## src/rtl/adc_seq_pkg.sv

```systemverilog
package adc_seq_pkg;

  typedef enum logic [1:0] {
    SEQ_IDLE = 2'd0,
    SEQ_REQ  = 2'd1,
    SEQ_OUT  = 2'd2,
    SEQ_GAP  = 2'd3
  } seq_state_e;

  typedef struct packed {
    logic start_det;
    logic seq_start;
    logic conv_done;
    logic seq_done;
    logic abort;
  } seq_ev_t;

endpackage

```

## src/rtl/adc_seq_trig.sv

```systemverilog
module adc_seq_trig #(
  parameter int N_TRIG = 8,
  parameter int TSEL_W = $clog2(N_TRIG)
) (
  input  logic              clk,
  input  logic              rst_ni,
  input  logic              run_i,
  input  logic              hw_mode_i,
  input  logic [TSEL_W-1:0] trig_sel_i,
  input  logic [N_TRIG-1:0] hw_trig_i,
  output logic              start_o
);

  logic run_q;

  always_ff @(posedge clk or negedge rst_ni) begin
    if (!rst_ni) run_q <= 1'b0;
    else         run_q <= run_i;
  end

  always_comb begin
    if (hw_mode_i) start_o = run_i & hw_trig_i[trig_sel_i];
    else           start_o = run_i & ~run_q;
  end

endmodule

```

## src/rtl/adc_seq_avg.sv

```systemverilog
module adc_seq_avg #(
  parameter int DATA_W   = 16,
  parameter int AVG_W    = 3,
  parameter int MAX_LOG2 = 5
) (
  input  logic              clk,
  input  logic              rst_ni,
  input  logic              clr_i,
  input  logic              take_i,
  input  logic [AVG_W-1:0]  code_i,
  input  logic [DATA_W-1:0] data_i,
  output logic              last_o,
  output logic [DATA_W-1:0] mean_o
);

  localparam int ACC_W = DATA_W + MAX_LOG2;
  localparam int CNT_W = (MAX_LOG2 > 0) ? MAX_LOG2 : 1;

  logic [ACC_W-1:0] acc_q, acc_d, sum;
  logic [CNT_W-1:0] cnt_q, cnt_d;
  logic [AVG_W-1:0] shift;
  logic [CNT_W:0]   span;
  logic             upd_en;

  always_comb begin
    shift  = (code_i > AVG_W'(MAX_LOG2)) ? AVG_W'(MAX_LOG2) : code_i;
    span   = ((CNT_W+1)'(1) << shift) - (CNT_W+1)'(1);
    last_o = ({1'b0, cnt_q} == span);
    sum    = acc_q + ACC_W'(data_i);
    mean_o = DATA_W'(sum >> shift);
  end

  always_comb begin
    upd_en = clr_i | take_i;
    acc_d  = acc_q;
    cnt_d  = cnt_q;
    if (clr_i || (take_i && last_o)) begin
      acc_d = '0;
      cnt_d = '0;
    end else if (take_i) begin
      acc_d = sum;
      cnt_d = cnt_q + CNT_W'(1);
    end
  end

  always_ff @(posedge clk or negedge rst_ni) begin
    if (!rst_ni) begin
      acc_q <= '0;
      cnt_q <= '0;
    end else if (upd_en) begin
      acc_q <= acc_d;
      cnt_q <= cnt_d;
    end
  end

endmodule

```

## src/rtl/adc_seq_ctrl.sv

```systemverilog
module adc_seq_ctrl
  import adc_seq_pkg::*;
#(
  parameter int IDX_W     = 5,
  parameter int RESTART_W = 16
) (
  input  logic                 clk,
  input  logic                 rst_ni,
  input  logic                 start_i,
  input  logic                 run_i,
  input  logic                 continuous_i,
  input  logic [IDX_W-1:0]     total_i,
  input  logic [RESTART_W-1:0] restart_i,
  input  logic                 ack_i,
  input  logic                 avg_last_i,
  input  logic                 ready_i,
  output logic [IDX_W-1:0]     slot_idx_o,
  output logic                 req_o,
  output logic                 out_valid_o,
  output logic                 avg_clr_o,
  output logic                 capture_o,
  output seq_ev_t              ev_o
);

  seq_state_e           state_q, state_d;
  logic [IDX_W-1:0]     idx_q, idx_d;
  logic [RESTART_W-1:0] gap_q, gap_d;
  seq_ev_t              ev_q, ev_d;
  logic                 last_slot;
  logic                 gap_en;

  assign last_slot = (({1'b0, idx_q} + (IDX_W+1)'(1)) >= {1'b0, total_i});

  always_comb begin
    state_d = state_q;
    idx_d   = idx_q;
    gap_d   = gap_q;
    gap_en  = 1'b0;
    ev_d    = '0;
    unique case (state_q)
      SEQ_IDLE: begin
        if (start_i) begin
          ev_d.start_det = 1'b1;
          if (total_i == '0) begin
            ev_d.abort = 1'b1;
          end else begin
            ev_d.seq_start = 1'b1;
            idx_d          = '0;
            state_d        = SEQ_REQ;
          end
        end
      end
      SEQ_REQ: begin
        if (ack_i && avg_last_i) begin
          ev_d.conv_done = 1'b1;
          state_d        = SEQ_OUT;
        end
      end
      SEQ_OUT: begin
        if (ready_i) begin
          if (last_slot) begin
            ev_d.seq_done = 1'b1;
            if (continuous_i && run_i) begin
              if (restart_i == '0) begin
                ev_d.seq_start = 1'b1;
                idx_d          = '0;
                state_d        = SEQ_REQ;
              end else begin
                gap_en  = 1'b1;
                gap_d   = restart_i;
                state_d = SEQ_GAP;
              end
            end else begin
              state_d = SEQ_IDLE;
            end
          end else if (!run_i) begin
            ev_d.abort = 1'b1;
            state_d    = SEQ_IDLE;
          end else begin
            idx_d   = idx_q + IDX_W'(1);
            state_d = SEQ_REQ;
          end
        end
      end
      SEQ_GAP: begin
        if (!run_i) begin
          ev_d.abort = 1'b1;
          state_d    = SEQ_IDLE;
        end else if (gap_q == RESTART_W'(1)) begin
          ev_d.seq_start = 1'b1;
          idx_d          = '0;
          state_d        = SEQ_REQ;
        end else begin
          gap_en = 1'b1;
          gap_d  = gap_q - RESTART_W'(1);
        end
      end
      default: state_d = SEQ_IDLE;
    endcase
  end

  always_ff @(posedge clk or negedge rst_ni) begin
    if (!rst_ni) begin
      state_q <= SEQ_IDLE;
      idx_q   <= '0;
      ev_q    <= '0;
    end else begin
      state_q <= state_d;
      idx_q   <= idx_d;
      ev_q    <= ev_d;
    end
  end

  always_ff @(posedge clk or negedge rst_ni) begin
    if (!rst_ni)     gap_q <= '0;
    else if (gap_en) gap_q <= gap_d;
  end

  assign slot_idx_o  = idx_q;
  assign req_o       = (state_q == SEQ_REQ);
  assign out_valid_o = (state_q == SEQ_OUT);
  assign avg_clr_o   = (state_q == SEQ_IDLE);
  assign capture_o   = (state_q == SEQ_REQ) && ack_i && avg_last_i;
  assign ev_o        = ev_q;

endmodule

```

## src/rtl/adc_slot_seq.sv

```systemverilog
module adc_slot_seq
  import adc_seq_pkg::*;
#(
  parameter int DATA_W    = 16,
  parameter int CHAN_W    = 5,
  parameter int N_SLOTS   = 16,
  parameter int CNT_W     = 5,
  parameter int AVG_W     = 3,
  parameter int MAX_LOG2  = 5,
  parameter int RESTART_W = 16,
  parameter int N_TRIG    = 8,
  parameter int TSEL_W    = $clog2(N_TRIG),
  parameter int TEMP_CHAN = 31
) (
  input  logic                      clk,
  input  logic                      rst_n,
  input  logic                      run_i,
  input  logic                      hw_mode_i,
  input  logic [TSEL_W-1:0]         trig_sel_i,
  input  logic [N_TRIG-1:0]         hw_trig_i,
  input  logic                      continuous_i,
  input  logic [CNT_W-1:0]          num_slots_i,
  input  logic [AVG_W-1:0]          avg_code_i,
  input  logic [RESTART_W-1:0]      restart_cnt_i,
  input  logic                      temp_en_i,
  input  logic [N_SLOTS*CHAN_W-1:0] slot_map_i,
  output logic                      conv_req_o,
  output logic [CHAN_W-1:0]         conv_chan_o,
  input  logic                      conv_ack_i,
  input  logic [DATA_W-1:0]         conv_data_i,
  output logic                      res_valid_o,
  input  logic                      res_ready_i,
  output logic [DATA_W-1:0]         res_data_o,
  output logic [CHAN_W-1:0]         res_chan_o,
  output logic                      ev_start_det_o,
  output logic                      ev_seq_start_o,
  output logic                      ev_conv_done_o,
  output logic                      ev_seq_done_o,
  output logic                      ev_abort_o
);

  localparam int IDX_W = $clog2(N_SLOTS + 2);
  localparam int SEL_W = $clog2(N_SLOTS);

  logic [1:0]        rst_sync_q;
  logic              rst_ni;
  logic [CHAN_W-1:0] slot_tab [N_SLOTS];
  logic [IDX_W-1:0]  used_slots, total_slots, slot_idx;
  logic              start, avg_clr, avg_last, capture;
  logic [DATA_W-1:0] mean;
  logic [DATA_W-1:0] res_data_q;
  logic [CHAN_W-1:0] res_chan_q;
  seq_ev_t           ev;

  // reset: asynchronous assertion, synchronous release
  always_ff @(posedge clk or negedge rst_n) begin
    if (!rst_n) rst_sync_q <= 2'b00;
    else        rst_sync_q <= {rst_sync_q[0], 1'b1};
  end
  assign rst_ni = rst_sync_q[1];

  for (genvar g = 0; g < N_SLOTS; g++) begin : g_slot
    assign slot_tab[g] = slot_map_i[g*CHAN_W +: CHAN_W];
  end

  always_comb begin
    if (num_slots_i > CNT_W'(N_SLOTS)) used_slots = IDX_W'(N_SLOTS);
    else                               used_slots = IDX_W'(num_slots_i);
    total_slots = used_slots + IDX_W'(temp_en_i);
    if (slot_idx < used_slots) conv_chan_o = slot_tab[slot_idx[SEL_W-1:0]];
    else                       conv_chan_o = CHAN_W'(TEMP_CHAN);
  end

  adc_seq_trig #(
    .N_TRIG (N_TRIG),
    .TSEL_W (TSEL_W)
  ) u_trig (
    .clk        (clk),
    .rst_ni     (rst_ni),
    .run_i      (run_i),
    .hw_mode_i  (hw_mode_i),
    .trig_sel_i (trig_sel_i),
    .hw_trig_i  (hw_trig_i),
    .start_o    (start)
  );

  adc_seq_avg #(
    .DATA_W   (DATA_W),
    .AVG_W    (AVG_W),
    .MAX_LOG2 (MAX_LOG2)
  ) u_avg (
    .clk    (clk),
    .rst_ni (rst_ni),
    .clr_i  (avg_clr),
    .take_i (conv_req_o & conv_ack_i),
    .code_i (avg_code_i),
    .data_i (conv_data_i),
    .last_o (avg_last),
    .mean_o (mean)
  );

  adc_seq_ctrl #(
    .IDX_W     (IDX_W),
    .RESTART_W (RESTART_W)
  ) u_ctrl (
    .clk          (clk),
    .rst_ni       (rst_ni),
    .start_i      (start),
    .run_i        (run_i),
    .continuous_i (continuous_i),
    .total_i      (total_slots),
    .restart_i    (restart_cnt_i),
    .ack_i        (conv_ack_i),
    .avg_last_i   (avg_last),
    .ready_i      (res_ready_i),
    .slot_idx_o   (slot_idx),
    .req_o        (conv_req_o),
    .out_valid_o  (res_valid_o),
    .avg_clr_o    (avg_clr),
    .capture_o    (capture),
    .ev_o         (ev)
  );

  always_ff @(posedge clk or negedge rst_ni) begin
    if (!rst_ni) begin
      res_data_q <= '0;
      res_chan_q <= '0;
    end else if (capture) begin
      res_data_q <= mean;
      res_chan_q <= conv_chan_o;
    end
  end

  assign res_data_o     = res_data_q;
  assign res_chan_o     = res_chan_q;
  assign ev_start_det_o = ev.start_det;
  assign ev_seq_start_o = ev.seq_start;
  assign ev_conv_done_o = ev.conv_done;
  assign ev_seq_done_o  = ev.seq_done;
  assign ev_abort_o     = ev.abort;

endmodule

```

## config.mk

```make
export PLATFORM = sky130hd
export DESIGN_NAME = adc_slot_seq
export DESIGN_NICKNAME = d
export VERILOG_FILES = /design/src/rtl/adc_seq_pkg.sv /design/src/rtl/adc_seq_trig.sv /design/src/rtl/adc_seq_avg.sv /design/src/rtl/adc_seq_ctrl.sv /design/src/rtl/adc_slot_seq.sv
export SDC_FILE = /design/constraint.sdc
export NUM_CORES = 1
export LEC_CHECK = 0
export ABC_CLOCK_PERIOD_IN_PS = 2650
export BUFFER_PORTS_ARGS = -buffer_cell sky130_fd_sc_hd__buf_2
export CAP_MARGIN = 20
export CORE_ASPECT_RATIO = 0.5
export CORE_MARGIN = 3
export CORE_UTILIZATION = 50
export CTS_BUF_LIST = sky130_fd_sc_hd__clkbuf_8
export CTS_CLUSTER_SIZE = 25
export DETAILED_ROUTE_END_ITERATION = 12
export MAX_ROUTING_LAYER = met4
export PLACE_DENSITY = 0.75
export SYNTH_ARGS = -nofsm -noshare
export SYNTH_HDL_FRONTEND = slang
export SYNTH_SLANG_ARGS = --single-unit
export TNS_END_PERCENT = 5
```

## constraint.sdc

```tcl
create_clock -name clk -period 2.65 [get_ports clk]
set_input_delay 0 -clock clk [delete_from_list [all_inputs] [get_ports clk]]
set_output_delay 0 -clock clk [all_outputs]
set_load 0.1 [all_outputs]
```

After elaboration in Yosys (flattened, before gate mapping)
Cells that the tools add are included.

storage, ports and cells
  flip-flop bits (word level) = 78
  logic and storage cells = 138

operators by class
  add/sub/neg operators = 7
  order comparisons = 6
  equal/unequal tests = 19
  shifts and indexed selects = 2
  mux-type cells = 68
  bitwise logic cells = 6
  reduce and logical (&&, ||, !) cells = 16

operator list
  kind                     count
  $mux W16                 6
  $mux W5                  15
  $mux W21                 2
  $pmux W16 S2             1
  $mux W1                  25
  $mux W2                  11
  $add A21 B16 Y21         1
  $shr A21 B3 Y16          1
  $bmux W5 S4              1
  $eq A16 B1 Y1 const B    1
  $logic_not A16 Y1        1
  $sub A16 B1 Y16 const B  1
  $pmux W5 S3              1
  $add A5 B1 Y5 const B    2
  $ne A2 B1 Y1 const B     5
  $ne A2 B2 Y1 const B     5
  $reduce_and A9 Y1        1
  $pmux W2 S4              1
  $reduce_and A8 Y1        1
  $add A5 B1 Y6 const B    1
  $eq A5 B6 Y1             1
  $ge A6 B5 Y1             1
  $ne A3 B2 Y1 const B     2
  $ne A3 B3 Y1 const B     2
  26 further kinds         35

Longest topological paths before layout
Gate-level depths: netlist (run 1).

  depth in word-level cells = 9
  gate-level depth with buffers = 14
  mapped depth without buffers = 13

Cells and area by module
Synthesis (run 1) repeated with hierarchy kept, for this count alone.

second synthesis, totals
  cells, all modules = 691
  area total of the unflattened synthesis = 6468.7 um^2

modules (own cells, without submodules)
  module        times used  cells an instance  area each (um^2)  sequential area each (um^2)
  adc_seq_avg   1           326                2820.2            650.6
  adc_seq_ctrl  1           222                1894.3            700.7
  adc_slot_seq  1           133                1644.1            575.6
  adc_seq_trig  1           10                 110.1             25.0

Least setup slack after synthesis (run 1)
No wires, ideal clock.

  path type = register to register
  start = register u_avg.acc_q[0]
  end = register res_data_q[14] (netlist: res_data_o[14])
  data arrival time = 2901 ps
  data required time = 2526 ps
  path slack = -375 ps
  stages on the path, launching flop included = 11
  period minus slack after synthesis = 3025 ps
  cell sequence = dfrtp_1 -> ha_1 -> inv_1 -> fa_1 -> and2b_1 -> o2111ai_2 -> a2111oi_2 -> nor3_4 -> xnor2_1 -> mux4_2 -> a211o_1

on the way
  word-level cells in the longest chain between the ends = 2

RTL lines
  what                    RTL line             RTL
  from (decl)             adc_seq_avg.sv:19    logic [ACC_W-1:0] acc_q, acc_d, sum;
  from (signal assigned)  adc_seq_avg.sv:48    acc_q <= '0;
  from (signal assigned)  adc_seq_avg.sv:51    acc_q <= acc_d;
  $add A21 B16 Y21        adc_seq_avg.sv:29    sum = acc_q + ACC_W'(data_i);
  $shr A21 B3 Y16         adc_seq_avg.sv:30    mean_o = DATA_W'(sum >> shift);
  to (signal assigned)    adc_slot_seq.sv:129  res_data_q <= mean;
  to (decl)               adc_slot_seq.sv:51   logic [DATA_W-1:0] res_data_q;

No other way between the ends.
A chain may end at the register's enable or synchronous reset.

Worst setup path in the final report (run 1)
Same ends and word-level chain as after synthesis.

==> impl_metrics.tcl, run 1 <==
set metrics [dict create \
    place_congestion 0.984 \
    vias 6603 \
    dieArea_mm2 0.0142 \
    worstRegToRegCells 11 \
    finalCritPeriodShare_pct 116 \
    grt_pass1_wl_mm 32.5 \
    fin_skew_ps 17.1 \
    setup_tns_ps -2270 \
    ctsRootBufferMaster "clkbuf_8" \
    fin_ws_ps -419 \
    grt.total_usage_pct 28.7 \
    syn_nets 882 \
    area_growth_pct 33.3 \
    worst_pin_slew_ps 827 \
    synth_flop_cell "dfrtp_1" \
    rsz0062_at_grt "yes" \
    hpwlAfterDp_mm 15.4 \
    core-area_mm2 0.0121 \
    crit_arrival_ps 3310 \
    setup_viol 8 \
    io_pins 172 \
    status "finished with violations" \
    whs_path_depth 4 \
    r2r_slack_ps -420 \
    finalCriticalPeriod_ps 3070 \
    hold_path_class "input port to flip-flop" \
    wl_per_cell_um 18.0 \
    syn_area_mm2 0.00637 \
    drc 0 \
    cts_made_buffers 9 \
    timing.hold.ws_ps 54.7 \
    hold_viol 0 \
    fmax_ghz 0.326 \
    final_common_cell "buf_2" \
    p_per_area_mw_per_mm2 992 \
    final_area_mm2 0.00849 \
    p_leak_nw 3.99 \
    clock_path_buffers 2 \
    die_h_um 85.8 \
    viasPerCell 5.90 \
    cts.sinks 78 \
    ys_seq_area_share_pct 30.6 \
    layout.nets 1120 \
    clk_pin_slew_ps 90 \
    start_util_pct 52.6 \
    critPathLaunchType "flip-flop" \
    cts_max_level 3 \
    die_w_um 166 \
    cp_slowest_cell "mux4_2" \
    total_power_mw 8.42 \
    clock_latency_ps 360 \
    fill_cells 984 \
    synthCells 711 \
    drive_gt1_share_pct 37.1 \
    violations "negative setup slack" \
    min_to "u_ctrl.gap_q[12]$_DFFE_PN0P_" \
    seqCellArea_mm2 0.00196 \
    post-route-util_pct 70.1 \
    multiInputGateArea_mm2 0.00426 \
    first_global_vias 6509 \
    synth_edf_count 0 \
    drt_iter0_markers 669 \
    hp-start "restart_cnt_i[12]" \
    dr.pass1.iters 5 \
    grt_overflow 0 \
    grt_antenna_before_repair 0 \
    layout_common_cells "buf_2 (166), dfrtp_1 (77), buf_4 (73)" \
    r2r-end "res_data_o[14]$_DFFE_PN0P_" \
    drt_wl_total_mm 20.2 \
    worstPathCellList "ha_2 -> inv_2 -> fa_2 -> and2b_2 -> o2111ai_4 -> buf_4 -> a2111oi_2 -> nor3_1 -> xnor2_1 -> mux4_2 -> a211o_1" \
    drv_cap 0 \
    relSlewSlack_pct 44.9 \
    postSynthAreaPerCell_um2 8.96 \
    cp.required_ps 2890 \
    peakVddDrop_mv 0.746 \
    synth_cell_types 81 \
    antenna_left 0 \
    critPathMaxStageDelay_ps 480 \
    placed_cell_area_mm2 0.00786 \
    r2r_start "u_avg.acc_q[0]$_DFFE_PN0P_" \
    synthArstFlopShare_pct 100 \
    cts_tree "done" \
    slew_viol_final 0 \
    end_kind "flip-flop" \
    yosys_warnings 0 \
    grt_max_degree 77 \
    cp_max_fo 4 \
    ys_ff_latch 78 \
    num_rows 28 \
    criticalPathCategory "flip-flop to flip-flop" \
    portBuffers 171 \
]
-- report_power, final --
group | internal, mW | leakage, nW | switching (mW)
Clock | 0.534 | 0.106 | 0.486
Sequential | 1.58 | 1.01 | 0.328
Combinational | 2.02 | 2.88 | 3.47
-- cell families (layout without fill, tap and decap cells) --
group	Yosys count	in the layout	synth area share, %
compound gates	206	206	21.3
buf+inv	71	314	4.99
fa+ha+maj	32	32	6.40
flops	78	78	30.6
xor+xnor	28	28	3.85
mux	55	55	14.8
other cells	1	2	0.0589
simple gates	240	240	17.9
-- through the flow --
step | setup WS (ps) | std cells
6_report | -419 | 1120
3_5_place_dp | -274 | 1081
4_1_cts | -310 | 1115
3_3_place_gp | -211 | 1081
5_1_grt | -511 | 1119
2_1_floorplan | -203 | 711
-- final cells by class --
type / count / share of cell area, %
clock inverters: 7 / 1.15
clock buffers: 9 / 1.46
diodes: 1 / 0.0295
repair buffers: 266 / 20.3
flip-flops and latches: 78 / 23.0
multi-input cells: 562 / 50.1
inverters: 32 / 1.44
well taps: 165 / 2.43
-- worst max-delay path: cells and delay by family, from the launching register on --
kind / cells / cell delay, ps
XOR/XNOR: 1 / 220
AO/OA/AOI/OAI: 3 / 730
buffers and inverters: 2 / 230
multiplexers: 1 / 480
flip-flops: 1 / 350
AND/OR/NAND/NOR: 2 / 410
adder cells (fa/ha/maj): 2 / 540
-- state kept, by name, summed over array words and instances, names as in the netlist --
signal,flops
res_chan_o,5
res_data_o,16
rst_sync_q,2
u_avg.acc_q,21
u_avg.cnt_q,5
u_ctrl.ev_o,5
u_ctrl.gap_q,16
u_ctrl.slot_idx_o,5
u_ctrl.state_q,2
u_trig.run_q,1
-- per-layer routing --
layer / track usage, % / vias up / share of wire [%]
met3: 5.06 / 29 / 6.3
met1: 38.1 / 3183 / 44
li1: - / 3116 / -
met5: - / - / 0
met2: 47.1 / 275 / 49
met4: 6.11 / 0 / 1.0
-- worst max-delay path by stage --
stage,start,endpoint,slack (ps)
global route,u_avg.acc_q[0]$_DFFE_PN0P_,res_data_o[14]$_DFFE_PN0P_,-510
finish,u_avg.acc_q[0]$_DFFE_PN0P_,res_data_o[14]$_DFFE_PN0P_,-420
global placement,u_avg.acc_q[0]$_DFFE_PN0P_,res_data_o[15]$_DFFE_PN0P_,-210
floorplan,u_avg.acc_q[0]$_DFFE_PN0P_,res_data_o[15]$_DFFE_PN0P_,-200
CTS,u_avg.acc_q[0]$_DFFE_PN0P_,res_data_o[15]$_DFFE_PN0P_,-310
detailed placement,u_avg.acc_q[0]$_DFFE_PN0P_,res_data_o[15]$_DFFE_PN0P_,-270
-- synth_stat cells, types with 11 or more instances --
| cell type | instances | area (µm²) |
|---|---|---|
| o21ai_0 | 56 | 280 |
| dfrtp_1 | 78 | 1950 |
| mux2_2 | 11 | 124 |
| inv_1 | 29 | 109 |
| a31oi_1 | 12 | 75.1 |
| nor3_1 | 15 | 75.1 |
| mux4_2 | 29 | 653 |
| ha_1 | 31 | 388 |
| nand2_1 | 67 | 251 |
| clkbuf_1 | 25 | 93.8 |
| xnor2_1 | 17 | 149 |
| nand3_1 | 32 | 160 |
| xor2_1 | 11 | 96.3 |
| mux2i_1 | 14 | 140 |
| a21oi_1 | 45 | 225 |
| nor2_1 | 63 | 236 |
-- timing repair --
item | in CTS | in global routing
pin swaps | 3 | 11
hold buffers | 18 | 0
setup endpoints to repair | 17 | 38
hold endpoints to repair | 20 | 0
gates resized for setup | 12 | 34
setup buffers | 0 | 3
Note: power is estimated with default switching activity, not from simulation.
==> inputs of run 2 (changes only) <==
--- a/config.mk
+++ b/config.mk
@@ -16,6 +16,8 @@
 export DETAILED_ROUTE_END_ITERATION = 12
 export MAX_ROUTING_LAYER = met4
 export PLACE_DENSITY = 0.75
+export RECOVER_POWER = 50
+export SLEW_MARGIN = 20
 export SYNTH_ARGS = -nofsm -noshare
 export SYNTH_HDL_FRONTEND = slang
 export SYNTH_SLANG_ARGS = --single-unit
==> constraint.sdc (replaced) <==
create_clock -name clk -period 2.65 [get_ports clk]
set_input_delay 0 -clock clk [delete_from_list [all_inputs] [get_ports clk]]
set_output_delay 0 -clock clk [all_outputs]
set_load 0.05 [all_outputs]
==> run 2 against run 1 <==
Compared with the run above:
- the run still ends with negative setup slack left
- register-to-register slack gained 170 ps
- final cell count grew 1.1%
- critical path depth grew 3
- clock power is essentially flat
- setup slack gained 170 ps
- routed wire length grew 1.3%
- global-route usage grew 0.67 points
- critical path type unchanged
- largest power group unchanged
==> impl_metrics.tcl, run 2 (synthesis gave the netlist of run 1 again) <==
set metrics [dict create \
    first_global_vias 6624 \
    worst_pin_slew_ps 1270 \
    place_congestion 0.915 \
    grt.total_usage_pct 29.4 \
    cp_max_fo 2 \
    antenna_cells 0 \
    final_common_cell "buf_2" \
    hold_viol 0 \
    post-place-ws_ps -264 \
    hpwlAfterDp_mm 15.4 \
    largest_reg_flops 21 \
    criticalPathCategory "flip-flop to flip-flop" \
    busiest_layer "met2" \
    peakVddDrop_mv 0.533 \
    clock_path_buffers 2 \
    grt_max_degree 77 \
    antenna_left 0 \
    setup_viol 15 \
    cts_tree "done" \
    cts.sinks 78 \
    layout_common_cells "buf_2 (170), buf_4 (81), dfrtp_1 (78)" \
    dr.pass1.iters 6 \
    drt_wl_total_mm 20.4 \
    whs_path_depth 3 \
    fin_ws_ps -252 \
    regMostFlops "u_avg.acc_q" \
    dieArea_mm2 0.0142 \
    drv_cap 0 \
    hold_path_class "input port to flip-flop" \
    viasPerCell 5.94 \
    fin_skew_ps 18.8 \
    cts_max_level 3 \
    drive_gt1_share_pct 38.0 \
    finalCritPeriodShare_pct 110 \
    status "finished with violations" \
    p_leak_nw 4.02 \
    start_util_pct 52.6 \
    r2r-end "res_data_o[11]$_DFFE_PN0P_" \
    end_kind "flip-flop" \
    worstRegToRegCells 14 \
    drc 0 \
    post-route-util_pct 70.4 \
    total_power_mw 7.87 \
    r2r_slack_ps -250 \
    cts_made_buffers 9 \
    portBuffers 171 \
    r2r_start "u_avg.acc_q[0]$_DFFE_PN0P_" \
    hp-start "continuous_i" \
    crit_arrival_ps 3160 \
    die_w_um 166 \
    gr-usage-met2_pct 46.5 \
    grt_use_met3_pct 5.94 \
    finalCriticalPeriod_ps 2900 \
    grt_overflow 0 \
    rsz0062_at_grt "yes" \
    cp.required_ps 2900 \
    core-area_mm2 0.0121 \
    io_pins 172 \
    p_per_area_mw_per_mm2 923 \
    wl_per_cell_um 18.0 \
    ctsRootBufferMaster "clkbuf_8" \
    timing.hold.ws_ps 38.1 \
    use_met1_pct 39.2 \
    critPathLaunchType "flip-flop" \
    num_rows 28 \
    relSlewSlack_pct 15.4 \
    fmax_ghz 0.345 \
    layout.nets 1133 \
    grt_pass1_wl_mm 33.2 \
    die_h_um 85.8 \
    slew_viol_final 0 \
    drt_iter0_markers 661 \
    clock_latency_ps 370 \
    area_growth_pct 33.9 \
    violations "negative setup slack" \
    grt_antenna_before_repair 0 \
    min_to "u_ctrl.state_q[0]$_DFFE_PN0P_" \
    vias 6723 \
    clk_pin_slew_ps 90 \
]
run 2: layout make-up:
type                            instances  area (µm²)
Tap cell                              165         206
Inverter                               32         123
Timing Repair Buffer                  279        1770
Multi-Input combinational cell        562        4260
Clock inverter                          7        96.3
Clock buffer                            9         124
Sequential cell                        78        1950
Fill cell                             985        3590
run 2: timing repair:
action | CTS | global route
hold endpoints to repair | 20 | 0
hold buffers | 18 | 0
gates resized for setup | 17 | 13
setup endpoints to repair | 17 | 39
pin swaps | 13 | 9
buffers inserted | 6 | 0
run 2: per-stage QoR:
step           TNS (ps)  area [µm²]  cells
2_1_floorplan     -2560        6410    711
3_3_place_gp      -1110        7930   1091
4_1_cts           -1280        8470   1131
5_1_grt           -6600        8530   1132
3_5_place_dp      -1550        7930   1091
6_report          -1550        8530   1132
run 2: how the worst max path moves through the flow:
stage                                 endpoint                        from  slack [ps]
finish              res_data_o[11]$_DFFE_PN0P_  u_avg.acc_q[0]$_DFFE_PN0P_        -250
global route         res_data_o[5]$_DFFE_PN0P_  u_avg.acc_q[0]$_DFFE_PN0P_        -340
CTS                 res_data_o[15]$_DFFE_PN0P_  u_avg.acc_q[0]$_DFFE_PN0P_        -290
detailed placement  res_data_o[15]$_DFFE_PN0P_  u_avg.acc_q[0]$_DFFE_PN0P_        -260
global placement    res_data_o[15]$_DFFE_PN0P_  u_avg.acc_q[0]$_DFFE_PN0P_        -200
floorplan           res_data_o[15]$_DFFE_PN0P_  u_avg.acc_q[0]$_DFFE_PN0P_        -200
run 2: worst max-delay path, cell delays in order, from the launching register on:
cell and delay (ps):
dfrtp_1 360, ha_2 190, inv_2 40, fa_2 340, and2b_2 260, o2111ai_4 140
buf_6 160, buf_4 140, a211oi_2 200, a211oi_2 70, buf_4 160, xnor2_1 130
mux4_2 450, nand2_1 90, o211ai_1 80
run 2: per-layer routing:
metal,vias up,share of wire (%)
met5,-,0
met4,0,2.2
met3,48,7.1
met2,281,47
met1,3247,44
li1,3147,-
run 2: power breakdown:
group | internal, mW | switching (mW)
clock | 0.535 | 0.512
sequential | 1.58 | 0.338
combinational | 2.06 | 2.84
total | 4.18 | 3.69
